## src/rtl/mbus_pkg.sv

```systemverilog
package mbus_pkg;

    localparam int SET_W = 4;
    localparam int DST_W = 8;
    localparam int CNT_W = DST_W + 1;

    typedef enum logic [2:0] {
        PH_IDLE  = 3'd0,
        PH_SETUP = 3'd1,
        PH_HOLD  = 3'd2,
        PH_DATA  = 3'd3,
        PH_TURN  = 3'd4
    } phase_e;

    typedef struct packed {
        logic [SET_W-1:0] addset;
        logic [SET_W-1:0] addhld;
        logic [SET_W-1:0] busturn;
        logic [DST_W-1:0] datast;
    } timing_t;

    function automatic logic [CNT_W-1:0] at_least_one(input logic [CNT_W-1:0] v);
        return (v == '0) ? CNT_W'(1) : v;
    endfunction

    // writes get one extra cycle so data outlives the write strobe
    function automatic logic [CNT_W-1:0] data_len(input timing_t t, input logic wr);
        logic [CNT_W-1:0] base;
        base = CNT_W'(t.datast);
        return wr ? base + CNT_W'(1) : at_least_one(base);
    endfunction

endpackage

```

## src/rtl/mbus_wait_sync.sv

```systemverilog
module mbus_wait_sync #(
    parameter int STAGES = 2
) (
    input  logic clk,
    input  logic rst,
    input  logic din,
    output logic dout
);
    logic [STAGES-1:0] chain;

    generate
        if (STAGES == 1) begin : g_single
            always_ff @(posedge clk) begin
                if (rst) chain <= '0;
                else     chain <= din;
            end
        end else begin : g_multi
            always_ff @(posedge clk) begin
                if (rst) chain <= '0;
                else     chain <= {chain[STAGES-2:0], din};
            end
        end
    endgenerate

    assign dout = chain[STAGES-1];
endmodule

```

## src/rtl/mbus_phase_timer.sv

```systemverilog
module mbus_phase_timer #(
    parameter int W = 9
) (
    input  logic         clk,
    input  logic         rst,
    input  logic         load,
    input  logic [W-1:0] load_val,
    input  logic         freeze,
    output logic [W-1:0] remaining,
    output logic         expire
);
    always_ff @(posedge clk) begin
        if (rst)                            remaining <= '0;
        else if (load)                      remaining <= load_val;
        else if (!freeze && remaining != '0) remaining <= remaining - W'(1);
    end

    assign expire = (remaining == W'(1)) && !freeze;

    // the count does not move while the data phase is held off
    a_r10_hold_when_frozen: assert property (@(posedge clk) disable iff (rst)
        (freeze && !load) |=> (remaining == $past(remaining)));
endmodule

```

## src/rtl/mbus_async_seq.sv

```systemverilog
module mbus_async_seq
    import mbus_pkg::*;
#(
    parameter int BUS_W       = 16,
    parameter int SYNC_STAGES = 2
) (
    input  logic             clk,
    input  logic             rst,
    input  logic [SET_W-1:0] cfg_addset,
    input  logic [SET_W-1:0] cfg_addhld,
    input  logic [DST_W-1:0] cfg_datast,
    input  logic [SET_W-1:0] cfg_busturn,
    input  logic             cfg_wait_en,
    input  logic             cfg_wait_pol,
    input  logic             cfg_write_en,
    input  logic             cfg_wide,
    input  logic             req_start,
    input  logic             req_write,
    input  logic [BUS_W-1:0] req_addr,
    input  logic [BUS_W-1:0] req_wdata,
    output logic             busy,
    output logic             rsp_done,
    output logic             rsp_err,
    output logic [BUS_W-1:0] rsp_rdata,
    output logic             mem_ce_n,
    output logic             mem_adv_n,
    output logic             mem_oe_n,
    output logic             mem_we_n,
    output logic [BUS_W-1:0] mem_ad_out,
    output logic             mem_ad_oe,
    input  logic [BUS_W-1:0] mem_ad_in,
    input  logic             mem_wait
);
    localparam int HALF = BUS_W / 2;

    phase_e            ph, ph_n;
    logic              wr_q;
    logic [BUS_W-1:0]  addr_q, wdata_q;
    timing_t           tcfg;
    logic              wait_s, wait_act, freeze;
    logic              tm_load, tm_expire;
    logic [CNT_W-1:0]  tm_val, tm_left;
    logic              turn_last, accept, reject, launch, data_end;

    assign tcfg = '{addset: cfg_addset, addhld: cfg_addhld,
                    busturn: cfg_busturn, datast: cfg_datast};

    function automatic logic [BUS_W-1:0] lane_mask(input logic [BUS_W-1:0] v, input logic wide);
        return wide ? v : {{(BUS_W-HALF){1'b0}}, v[HALF-1:0]};
    endfunction

    mbus_wait_sync #(.STAGES(SYNC_STAGES)) u_wsync (
        .clk(clk), .rst(rst), .din(mem_wait), .dout(wait_s)
    );

    assign wait_act = cfg_wait_en && (wait_s == cfg_wait_pol);
    assign freeze   = (ph == PH_DATA) && wait_act;

    mbus_phase_timer #(.W(CNT_W)) u_timer (
        .clk(clk), .rst(rst), .load(tm_load), .load_val(tm_val),
        .freeze(freeze), .remaining(tm_left), .expire(tm_expire)
    );

    assign turn_last = (ph == PH_TURN) && tm_expire;
    assign busy      = (ph != PH_IDLE) && !turn_last;
    assign accept    = req_start && !busy;
    assign reject    = accept && req_write && !cfg_write_en;
    assign launch    = accept && !reject;
    assign data_end  = (ph == PH_DATA) && tm_expire;

    always_comb begin
        ph_n    = ph;
        tm_load = 1'b0;
        tm_val  = '0;
        unique case (ph)
            PH_IDLE, PH_TURN: begin
                if (launch) begin
                    ph_n    = PH_SETUP;
                    tm_load = 1'b1;
                    tm_val  = at_least_one(CNT_W'(tcfg.addset));
                end else if (turn_last) begin
                    ph_n = PH_IDLE;
                end
            end
            PH_SETUP: begin
                if (tm_expire) begin
                    tm_load = 1'b1;
                    if (tcfg.addhld != '0) begin
                        ph_n   = PH_HOLD;
                        tm_val = CNT_W'(tcfg.addhld);
                    end else begin
                        ph_n   = PH_DATA;
                        tm_val = data_len(tcfg, wr_q);
                    end
                end
            end
            PH_HOLD: begin
                if (tm_expire) begin
                    ph_n    = PH_DATA;
                    tm_load = 1'b1;
                    tm_val  = data_len(tcfg, wr_q);
                end
            end
            PH_DATA: begin
                if (tm_expire) begin
                    if (tcfg.busturn != '0) begin
                        ph_n    = PH_TURN;
                        tm_load = 1'b1;
                        tm_val  = CNT_W'(tcfg.busturn);
                    end else begin
                        ph_n = PH_IDLE;
                    end
                end
            end
            default: ph_n = PH_IDLE;
        endcase
    end

    always_ff @(posedge clk) begin
        if (rst) begin
            ph        <= PH_IDLE;
            wr_q      <= 1'b0;
            addr_q    <= '0;
            wdata_q   <= '0;
            rsp_done  <= 1'b0;
            rsp_err   <= 1'b0;
            rsp_rdata <= '0;
        end else begin
            ph       <= ph_n;
            rsp_done <= data_end || reject;
            rsp_err  <= reject;
            if (launch) begin
                wr_q    <= req_write;
                addr_q  <= req_addr;
                wdata_q <= req_wdata;
            end
            if (data_end && !wr_q)
                rsp_rdata <= lane_mask(mem_ad_in, cfg_wide);
        end
    end

    // strobes and bus, all decoded from registered state
    always_comb begin
        mem_ce_n   = !((ph == PH_SETUP) || (ph == PH_HOLD) || (ph == PH_DATA));
        mem_adv_n  = !(ph == PH_SETUP);
        mem_oe_n   = !((ph == PH_DATA) && !wr_q);
        mem_we_n   = !((ph == PH_DATA) && wr_q && (tm_left > CNT_W'(1)));
        mem_ad_oe  = 1'b0;
        mem_ad_out = '0;
        if ((ph == PH_SETUP) || (ph == PH_HOLD)) begin
            mem_ad_oe  = 1'b1;
            mem_ad_out = addr_q;
        end else if ((ph == PH_DATA) && wr_q) begin
            mem_ad_oe  = 1'b1;
            mem_ad_out = lane_mask(wdata_q, cfg_wide);
        end
    end

    a_r2_adv_within_ce: assert property (@(posedge clk) disable iff (rst)
        !mem_adv_n |-> !mem_ce_n);

    a_r6_no_drive_while_oe: assert property (@(posedge clk) disable iff (rst)
        !mem_oe_n |-> !mem_ad_oe);

    a_r5_we_oe_exclusive: assert property (@(posedge clk) disable iff (rst)
        !mem_we_n |-> mem_oe_n);

    a_r5_data_outlives_we: assert property (@(posedge clk) disable iff (rst)
        $rose(mem_we_n) |-> (!mem_ce_n && mem_ad_oe));

    a_r3_oe_ends_with_ce: assert property (@(posedge clk) disable iff (rst)
        $rose(mem_oe_n) |-> mem_ce_n);

    a_r9_reject_quiet: assert property (@(posedge clk) disable iff (rst)
        rsp_err |-> (mem_ce_n && rsp_done));

    a_r8_start_ignored: assert property (@(posedge clk) disable iff (rst)
        ((ph == PH_DATA) && req_start) |=> (ph != PH_SETUP));

    a_r4_done_single: assert property (@(posedge clk) disable iff (rst)
        (rsp_done && !rsp_err) |=> !rsp_done);
endmodule

```

## config.mk

```make
export PLATFORM = sky130hd
export DESIGN_NAME = mbus_async_seq
export DESIGN_NICKNAME = d
export VERILOG_FILES = /design/src/rtl/mbus_pkg.sv /design/src/rtl/mbus_wait_sync.sv /design/src/rtl/mbus_phase_timer.sv /design/src/rtl/mbus_async_seq.sv
export SDC_FILE = /design/constraint.sdc
export NUM_CORES = 1
export LEC_CHECK = 0
export BUFFER_PORTS_ARGS = -buffer_cell sky130_fd_sc_hd__buf_4
export CORE_MARGIN = 2
export CORE_UTILIZATION = 30
export CTS_CLUSTER_DIAMETER = 200
export DETAILED_ROUTE_END_ITERATION = 8
export GPL_TIMING_DRIVEN = 0
export PLACE_DENSITY_LB_ADDON = 0.05
export SLEW_MARGIN = 0
export SYNTH_ARGS = -nofsm -noshare
export SYNTH_HDL_FRONTEND = slang
export SYNTH_SLANG_ARGS = --single-unit
```

## constraint.sdc

```tcl
create_clock -name clk -period 2.5 [get_ports clk]
set_clock_uncertainty 0.1 [all_clocks]
set_input_delay 0.375 -clock clk [delete_from_list [all_inputs] [get_ports clk]]
set_output_delay 0.375 -clock clk [all_outputs]
set_load 0.1 [all_outputs]
```

==> flow_summary.json, run 1 <==
{
  "drtIter0Drc": 141,
  "syn_area_um2": 3260,
  "grt_usage_pct": 17.2,
  "status": "completed",
  "core_um2": 10700,
  "synthTopCellsByArea": "dfxtp_1 (40%), nand2_1 (12%), a21oi_1 (8.0%)",
  "async_reset_ff_share_pct": 0,
  "final_util_pct": 44.9,
  "max_freq_mhz": 405,
  "yosysWarnings": 0,
  "wl_per_cell_um": 14.6,
  "drive_gt1_share_pct": 36.9,
  "drt_wl_total_um": 10000,
  "dp.cells": 665,
  "cts_max_level": 3,
  "clock-sinks": 65,
  "dpl.hpwl_um": 7390,
  "peakVddDrop_v": 0.000439,
  "ioPinCount": 117,
  "cts_tree": "yes",
  "worstPathCellList": "inv_2, ha_4, or4b_4, o21a_1, buf_6, nand2b_4, buf_12",
  "cts_buffers": 9,
  "synth_edf_count": 0,
  "die_w_um": 108,
  "setup_viol": 0,
  "synth_compound_area_share_pct": 20.4,
  "crit_path_start_kind": "register",
  "final_common_cell": "buf_4",
  "grt_pass1_vias": 3130,
  "whs_ns": 0.155,
  "layout.area.seq_um2": 1310,
  "clk_path_buf_depth": 2,
  "final_cell_mix": "buf_4 (118), nand2_1 (103), dfxtp_1 (59)",
  "worst_r2r_path_depth": 10,
  "yosys.area.top_type": "dfxtp_1",
  "grt-ovfl-total": 0,
  "die-area_um2": 11700,
  "via_per_inst": 4.74,
  "n_fill_cell": 1134,
  "ant_nets": 0,
  "r2r-start": "u_timer.remaining[5]",
  "clock_latency_ns": 0.34,
  "slowest_stage": "or4b_4",
  "stdcell_count": 690,
  "rows": 38,
  "port_buffers": 114,
  "critPathArrivalTime_ns": 1.99,
  "grt_max_degree": 12,
  "report.final.slew_viol_count": 0,
  "drc": 0,
  "crit_path_max_incr_delay_ns": 0.48,
  "place_ws_ns": -0.386,
  "worstSetupStartpoint": "u_timer.remaining[1]",
  "grt_pass1_wl_um": 15700,
  "cts_hold_buf": 0,
  "ys_ff_latch": 65,
  "worstPathMaxFanout": 4,
  "worst_slack_ns": 0.0303,
  "p_per_area_nw_per_um2": 880,
  "area_growth_pct": 47.6,
  "yosys.area_share.simple_pct": 27.4,
  "syn_avg_cell_area_um2": 7.94,
  "multi_input_area_um2": 1910,
  "drv_cap": 0,
  "tightest_slew_ns": 0.604,
  "syn_nets": 493,
  "hold_class": "in -> reg",
  "period_needed_ns": 2.47,
  "leakagePower_nw": 1.97,
  "place_congestion": 0.782,
  "num_vias": 3270,
  "synth_top_area_share_pct": 39.9,
  "clock-root-buffer": "clkbuf_8",
  "rsz0062_at_grt": "yes",
  "ys_seq_area_share_pct": 39.9,
  "antenna_found_initial": 0,
  "diodes": 0,
  "synth_mux_area_share_pct": 1.53,
  "fin_crit_sh_pct": 98.8,
  "yosys.area_share.adder_pct": 1.92,
  "timing.slew.headroom_pct": 59.7,
  "nNetsFinal": 627,
  "synthCells": 411,
  "clk_pin_slew_worst_paths_ns": 0.07,
  "start_util_pct": 30.4,
  "synth_top_family_by_area": "simple AND/OR/NAND/NOR gates",
  "min_delay_path_depth": 2,
  "die_y_um": 108,
  "synth_xor_xnor_area_share_pct": 4.29,
  "hold_viol": 0,
  "fin_tns_setup_ns": 0,
  "drt_pass1_iterations": 4,
  "synthDistinctLibCells": 52,
  "criticalPathCategory": "reg -> out",
  "hold_path.startpoint": "mem_wait",
  "ys.flop_type": "dfxtp_1",
  "required_ns": 2.03,
  "critPathCaptureType": "output pin"
}
==> synth_stat cells, types with 3 or more instances <==
master,instances
nand4_1,10
a21oi_1,52
nor3_1,9
ha_1,5
inv_1,6
nor2_1,15
o21ai_0,10
and3_1,4
dfxtp_1,65
a22o_1,16
a211oi_1,4
nor2b_1,4
nand3_1,9
xor2_1,9
nand2_1,103
nor4_1,3
clkbuf_1,16
nand2b_1,5
buf_2,8
and2_1,4
mux2i_1,5
xnor2_1,7
o22ai_1,3
nor3b_1,3
==> metrics by stage <==
step | power (W) | area [um2]
floorplan | 0.00243 | 3280
global placement | 0.00282 | 4320
detailed placement | 0.00283 | 4320
CTS | 0.00412 | 4730
global route | 0.00449 | 4820
finish | 0.00424 | 4820
==> power breakdown <==
group          internal [W]  total, W  switching, W
logic              0.000772   0.00181       0.00104
registers           0.00118   0.00132      0.000140
clock network      0.000689   0.00110      0.000416
total               0.00265   0.00424       0.00160
==> layer usage <==
metal	vias to the layer above	share of wire, %	track usage, %
met4	0	0.89	4.40
met5	-	0	0
met2	77	46	27.1
li1	1700	-	-
met1	1483	47	23.0
met3	10	5.8	5.12
==> kinds of logic after synthesis <==
logic type      count (synthesis)
xor+xnor                       16
fa+ha+maj                       5
mux                             5
simple gates                  187
buf+inv                        33
flops                          65
compound gates                100
==> timing repair <==
item | 4_1_cts | 5_1_grt
endpoints found under the setup margin | 60 | 62
setup buffers | 8 | 4
cloned | 0 | 0
pin swaps | 4 | 4
endpoints found under the hold margin | 0 | 0
gates resized for setup | 36 | 25
==> path summary, 6_finish.rpt <==
check	to	slack [ns]
worst max register to register	rsp_rdata[15]	0.09
worst min-delay path	u_wsync.chain[0]	0.15
worst max-delay path	busy	0.03
worst min register to register	u_wsync.chain[1]	0.34
==> flip-flops by register name (all words and copies together), names as in the netlist <==
register / flops
addr_q: 16
u_timer.remaining: 9
ph: 3
wr_q: 1
rsp_rdata: 16
u_wsync.chain: 2
rsp_done: 1
rsp_err: 1
wdata_q: 16
==> area by class of cell <==
| cell class | instances | share of cell area [%] |
|---|---|---|
| Buffer | 24 | 3.12 |
| Clock buffer | 11 | 2.93 |
| Clock inverter | 5 | 2.13 |
| Inverter | 6 | 0.467 |
| Multi-Input combinational cell | 313 | 39.5 |
| Sequential cell | 65 | 27.3 |
| Tap cell | 140 | 3.63 |
| Timing Repair Buffer | 126 | 20.9 |
==> critical path, delay by kind of cell, from the launching register on <==
| kind | cells | cell delay (ns) |
|---|---|---|
| and+or+nand+nor | 2 | 0.62 |
| buffers and inverters | 3 | 0.39 |
| DFF | 1 | 0.32 |
| AOI/OAI and AO/OA | 1 | 0.20 |
| adders and majority gates | 1 | 0.13 |
(Power assumes the default switching activity.)
==> run 2: changes to the inputs <==
--- a/config.mk
+++ b/config.mk
@@ -5,11 +5,11 @@
 export SDC_FILE = /design/constraint.sdc
 export NUM_CORES = 1
 export LEC_CHECK = 0
-export BUFFER_PORTS_ARGS = -buffer_cell sky130_fd_sc_hd__buf_4
 export CORE_MARGIN = 2
 export CORE_UTILIZATION = 30
 export CTS_CLUSTER_DIAMETER = 200
 export DETAILED_ROUTE_END_ITERATION = 8
+export DONT_BUFFER_PORTS = 1
 export GPL_TIMING_DRIVEN = 0
 export PLACE_DENSITY_LB_ADDON = 0.05
 export SLEW_MARGIN = 0
==> run 2 against run 1 <==
Global-route usage grew 0.99 points. Via count shrank 9.8%. Hold slack got worse by 0.10 ns. Count of clock-buffer cells in the layout is 1 lower. Die area is the same. Cell count fell by 16%. Setup slack better by 0.027 ns. Utilization decreased by 7.7 points. Wire length rose by 1.9%. Non-clock buffer count fell by 113. Final area fell by 17%. Critical endpoint unchanged. Highest routed layer is now met5.
==> flow_summary.json, run 2 (synthesized netlist as in run 1, its figures left out) <==
{
  "via_per_inst": 5.11,
  "place_ws_ns": -0.551,
  "drc": 0,
  "max_freq_mhz": 409,
  "status": "completed",
  "die_y_um": 108,
  "nNetsFinal": 514,
  "drt_wl_total_um": 10200,
  "cts_max_level": 3,
  "grt-ovfl-total": 0,
  "stdcell_count": 577,
  "worstPathMaxFanout": 5,
  "leakagePower_nw": 1.48,
  "timing.slew.headroom_pct": 27.7,
  "drtIter0Drc": 63,
  "period_needed_ns": 2.44,
  "hold_viol": 0,
  "grt_pass1_vias": 3056,
  "worstPathCellList": "ha_4, or4b_4, o21a_1, buf_6, nand2b_4",
  "wl_per_cell_um": 17.7,
  "tightest_slew_ns": 1.08,
  "dpl.hpwl_um": 7260,
  "grt_usage_pct": 18.2,
  "dp.cells": 551,
  "crit_path_start_kind": "register",
  "drive_gt1_share_pct": 21.3,
  "critPathArrivalTime_ns": 1.97,
  "num_vias": 2951,
  "ioPinCount": 117,
  "p_per_area_nw_per_um2": 987,
  "dpl-instance-area_um2": 3460,
  "rsz0062_at_grt": "yes",
  "final_cell_mix": "nand2_1 (101), dfxtp_1 (60), a21oi_1 (50)",
  "slowest_stage": "or4b_4",
  "place_congestion": 0.742,
  "fin_crit_sh_pct": 97.7,
  "drv_cap": 0,
  "largest_registers": "addr_q: 16 flops, rsp_rdata: 16 flops, wdata_q: 16 flops",
  "drt_pass1_iterations": 7,
  "critPathCaptureType": "output pin",
  "peakVddDrop_v": 0.000353,
  "required_ns": 2.03,
  "clk_path_buf_depth": 2,
  "clock-root-buffer": "clkbuf_8",
  "hold_class": "in -> reg",
  "antenna_found_initial": 1,
  "stdcell_area_um2": 4000,
  "cts_tree": "yes",
  "crit_path_max_incr_delay_ns": 0.47,
  "cts_buffers": 9,
  "clock-sinks": 65,
  "clk_pin_slew_worst_paths_ns": 0.08,
  "die_w_um": 108,
  "grt_max_degree": 13,
  "start_util_pct": 30.4,
  "worst_slack_ns": 0.0572,
  "area_growth_pct": 22.4,
  "report.final.slew_viol_count": 0,
  "grt_pass1_wl_um": 16200,
  "final_common_cell": "nand2_1",
  "diodes": 0,
  "criticalPathCategory": "reg -> out",
  "core_um2": 10700,
  "port_buffers": 0,
  "rows": 38,
  "final_util_pct": 37.2,
  "setup_viol": 0,
  "clock_latency_ns": 0.35,
  "power_w": 0.00394,
  "die-area_um2": 11700,
  "ant_nets": 0
}
==> run 2: cell types whose count changed in the layout (fill, tap and decap cells not counted), moves of 3 or more <==
cell and delta:
a22o_2 -16, a22o_4 +16, buf_2 +3, buf_4 -105, buf_6 -11
==> run 2: layout make-up <==
| type | count | area, um2 |
|---|---|---|
| plain buffers | 24 | 139 |
| clock buffers | 10 | 138 |
| clock inverters | 6 | 65.1 |
| fillers | 1200 | 6750 |
| inverters | 6 | 22.5 |
| multi-input cells | 313 | 2040 |
| flip-flops and latches | 65 | 1310 |
| well taps | 140 | 175 |
| repair buffers | 13 | 101 |
==> run 2: path summary, 6_finish.rpt <==
kind,startpoint,to,slack (ns),cells past startpoint
min reg2reg,u_wsync.chain[0],u_wsync.chain[1],0.34,1
max reg2reg,u_timer.remaining[0],u_timer.remaining[2],0.13,8
max,u_timer.remaining[0],busy,0.06,5
min,req_wdata[7],wdata_q[7],0.05,2
==> run 2: stage by stage <==
stage,hold WS (ns),TNS [ns]
floorplan,0.314,0
global placement,0.335,-11.21
detailed placement,0.324,-12.40
CTS,0.0304,0
global route,0.0332,-0.0136
finish,0.0501,0
==> run 2: critical path, delay by kind of cell, from the launching register on <==
family,cells,cell delay (ns)
compound gates,1,0.20
fa+ha+maj,1,0.14
buf+inv,1,0.13
flops,1,0.39
simple gates,2,0.76
==> run 2: report_power, final <==
group / leakage [nW] / switching [W] / internal (W)
Clock: 0.103 / 0.000452 / 0.000491
Combinational: 0.844 / 0.00103 / 0.000629
Sequential: 0.533 / 0.000159 / 0.00118
==> run 2: metal layers <==
metal,wire (um),global-route usage (%),part of all wire (%)
met5,13,0,0.13
met4,153,6.59,1.5
met3,699,5.85,6.8
met2,4650,28.7,45
met1,4720,23.3,46
==> run 2: timing repair <==
action,CTS,global route
buffers inserted,9,4
endpoints found under the setup margin,62,66
resized for setup,46,17
pin swaps,6,7
hold buffers,0,0
==> run 3: changes to the inputs <==
==> constraint.sdc (replaced) <==
create_clock -name clk -period 2.9 [get_ports clk]
set_clock_uncertainty 0.1 [all_clocks]
set_input_delay 0.435 -clock clk [delete_from_list [all_inputs] [get_ports clk]]
set_output_delay 0.435 -clock clk [all_outputs]
set_load 0.1 [all_outputs]
==> run 3 against run 2 <==
Hold slack gained 0.065 ns. Non-clock buffer count fell by 9. Utilization decreased by 1.8 points. Clock power is 24% lower. Global-route usage decreased by 0.90 points. Highest routed layer is now met4. Flip-flop and latch count is the same. Critical path type unchanged. First-iteration DRC count rose by 75%. Sequential share of layout area is 1.3 points higher. Combinational power is 23% lower.
==> flow_summary.json, run 3 (synthesized netlist as in run 1, its figures left out) <==
{
  "r2r-start": "u_timer.remaining[0]",
  "grt_usage_pct": 17.3,
  "clk_pin_slew_worst_paths_ns": 0.08,
  "rows": 38,
  "wl_per_cell_um": 17.6,
  "whs_ns": 0.115,
  "critPathArrivalTime_ns": 2.20,
  "drv_cap": 0,
  "worst_r2r_path_depth": 8,
  "cts_buffers": 9,
  "drt_pass1_iterations": 4,
  "dpl-instance-area_um2": 3440,
  "cts_max_level": 3,
  "drtIter0Drc": 110,
  "clock_latency_ns": 0.35,
  "timing.slew.headroom_pct": 27.8,
  "min_delay_path_depth": 2,
  "drive_gt1_share_pct": 15.4,
  "final_cell_mix": "nand2_1 (102), dfxtp_1 (65), a21oi_1 (52)",
  "p_per_area_nw_per_um2": 823,
  "drt_wl_total_um": 10000,
  "stdcell_area_um2": 3810,
  "diodes": 0,
  "via_per_inst": 5.18,
  "antenna_found_initial": 0,
  "hold_path.startpoint": "req_wdata[12]",
  "crit_path_start_kind": "register",
  "period_needed_ns": 2.73,
  "nNetsFinal": 505,
  "die-area_um2": 11700,
  "cts_tree": "yes",
  "max_freq_mhz": 366,
  "r2r_slack_ns": 0.35,
  "area_growth_pct": 16.6,
  "clock-sinks": 65,
  "die_w_um": 108,
  "largest_registers": "addr_q: 16 flops, rsp_rdata: 16 flops, wdata_q: 16 flops",
  "fin_crit_sh_pct": 94.2,
  "start_util_pct": 30.4,
  "setup_viol": 0,
  "die_y_um": 108,
  "status": "completed",
  "rsz0062_at_grt": "no",
  "fin_tns_setup_ns": 0,
  "grt_pass1_vias": 2901,
  "peakVddDrop_v": 0.000376,
  "criticalPathCategory": "reg -> out",
  "leakagePower_nw": 1.40,
  "core_um2": 10700,
  "num_vias": 2945,
  "tightest_slew_ns": 1.08,
  "reg2reg_to": "addr_q[6]",
  "drc": 0,
  "grt-ovfl-total": 0,
  "required_ns": 2.37,
  "ant_nets": 0,
  "holdPathEnd": "wdata_q[12]",
  "report.final.slew_viol_count": 0,
  "grt_max_degree": 11,
  "critPathCaptureType": "output pin",
  "port_buffers": 0,
  "hold_class": "in -> reg",
  "worstPathMaxFanout": 8,
  "grt_pass1_wl_um": 15500,
  "clk_path_buf_depth": 2,
  "ioPinCount": 117,
  "place_congestion": 0.742,
  "cts_hold_buf": 0,
  "clock-root-buffer": "clkbuf_8",
  "dpl.hpwl_um": 7220,
  "final_common_cell": "nand2_1",
  "hold_viol": 0
}
## run 3: worst max path at each step
| stage | from | to | slack (ns) | cells after the start |
|---|---|---|---|---|
| floorplan | ph[1] | mem_ad_out[0] | 0.20 | 5 |
| global placement | ph[0] | mem_ad_out[12] | -0.36 | 5 |
| detailed placement | ph[0] | mem_ad_out[9] | -0.40 | 5 |
| CTS | u_timer.remaining[0] | busy | 0.02 | 5 |
| global route | u_timer.remaining[2] | mem_we_n | 0.03 | 5 |
| finish | u_timer.remaining[2] | mem_we_n | 0.17 | 5 |
## run 3: final cells by class
cell class,instances,area (um2)
sequential,65,1300
clock buffer,14,163
tap,140,175
clock inverter,2,12.5
buffer,25,128
fill,1173,6940
timing repair buffer,3,22.5
multi-input combinational,313,1980
inverter,6,22.5
## run 3: what timing repair did
item	4_1_cts	5_1_grt
setup buffers	0	3
pin swaps	0	2
gates resized for setup	41	6
endpoints found under the setup margin	19	20
## run 3: where the power goes
part	total (W)	internal, W	switching [W]
clock network	0.000722	0.000357	0.000365
registers	0.00114	0.00101	0.000128
logic	0.00127	0.000429	0.000845
## run 3: per-layer routing
layer | global-route usage, % | routed length (um)
met5 | 0 | 0
met2 | 26.3 | 4530
met3 | 5.18 | 718
met4 | 5.95 | 143
met1 | 23.3 | 4630
## run 3: critical path, stage by stage, from the launching register on
cell     delay (ns)
dfxtp_1        0.39
or4_1          0.53
buf_2          0.18
nor4_1         0.27
o21ai_1        0.19
nand2_4        0.28
## run 3: per-stage QoR
stage	std cells	util, %	total power, W	setup WS [ns]
floorplan	411	-	0.00209	0.197
global placement	551	32.0	0.00233	-0.362
detailed placement	551	32.0	0.00233	-0.398
CTS	565	35.1	0.00311	0.0191
global route	568	35.4	0.00333	0.0282
finish	568	35.4	0.00313	0.167
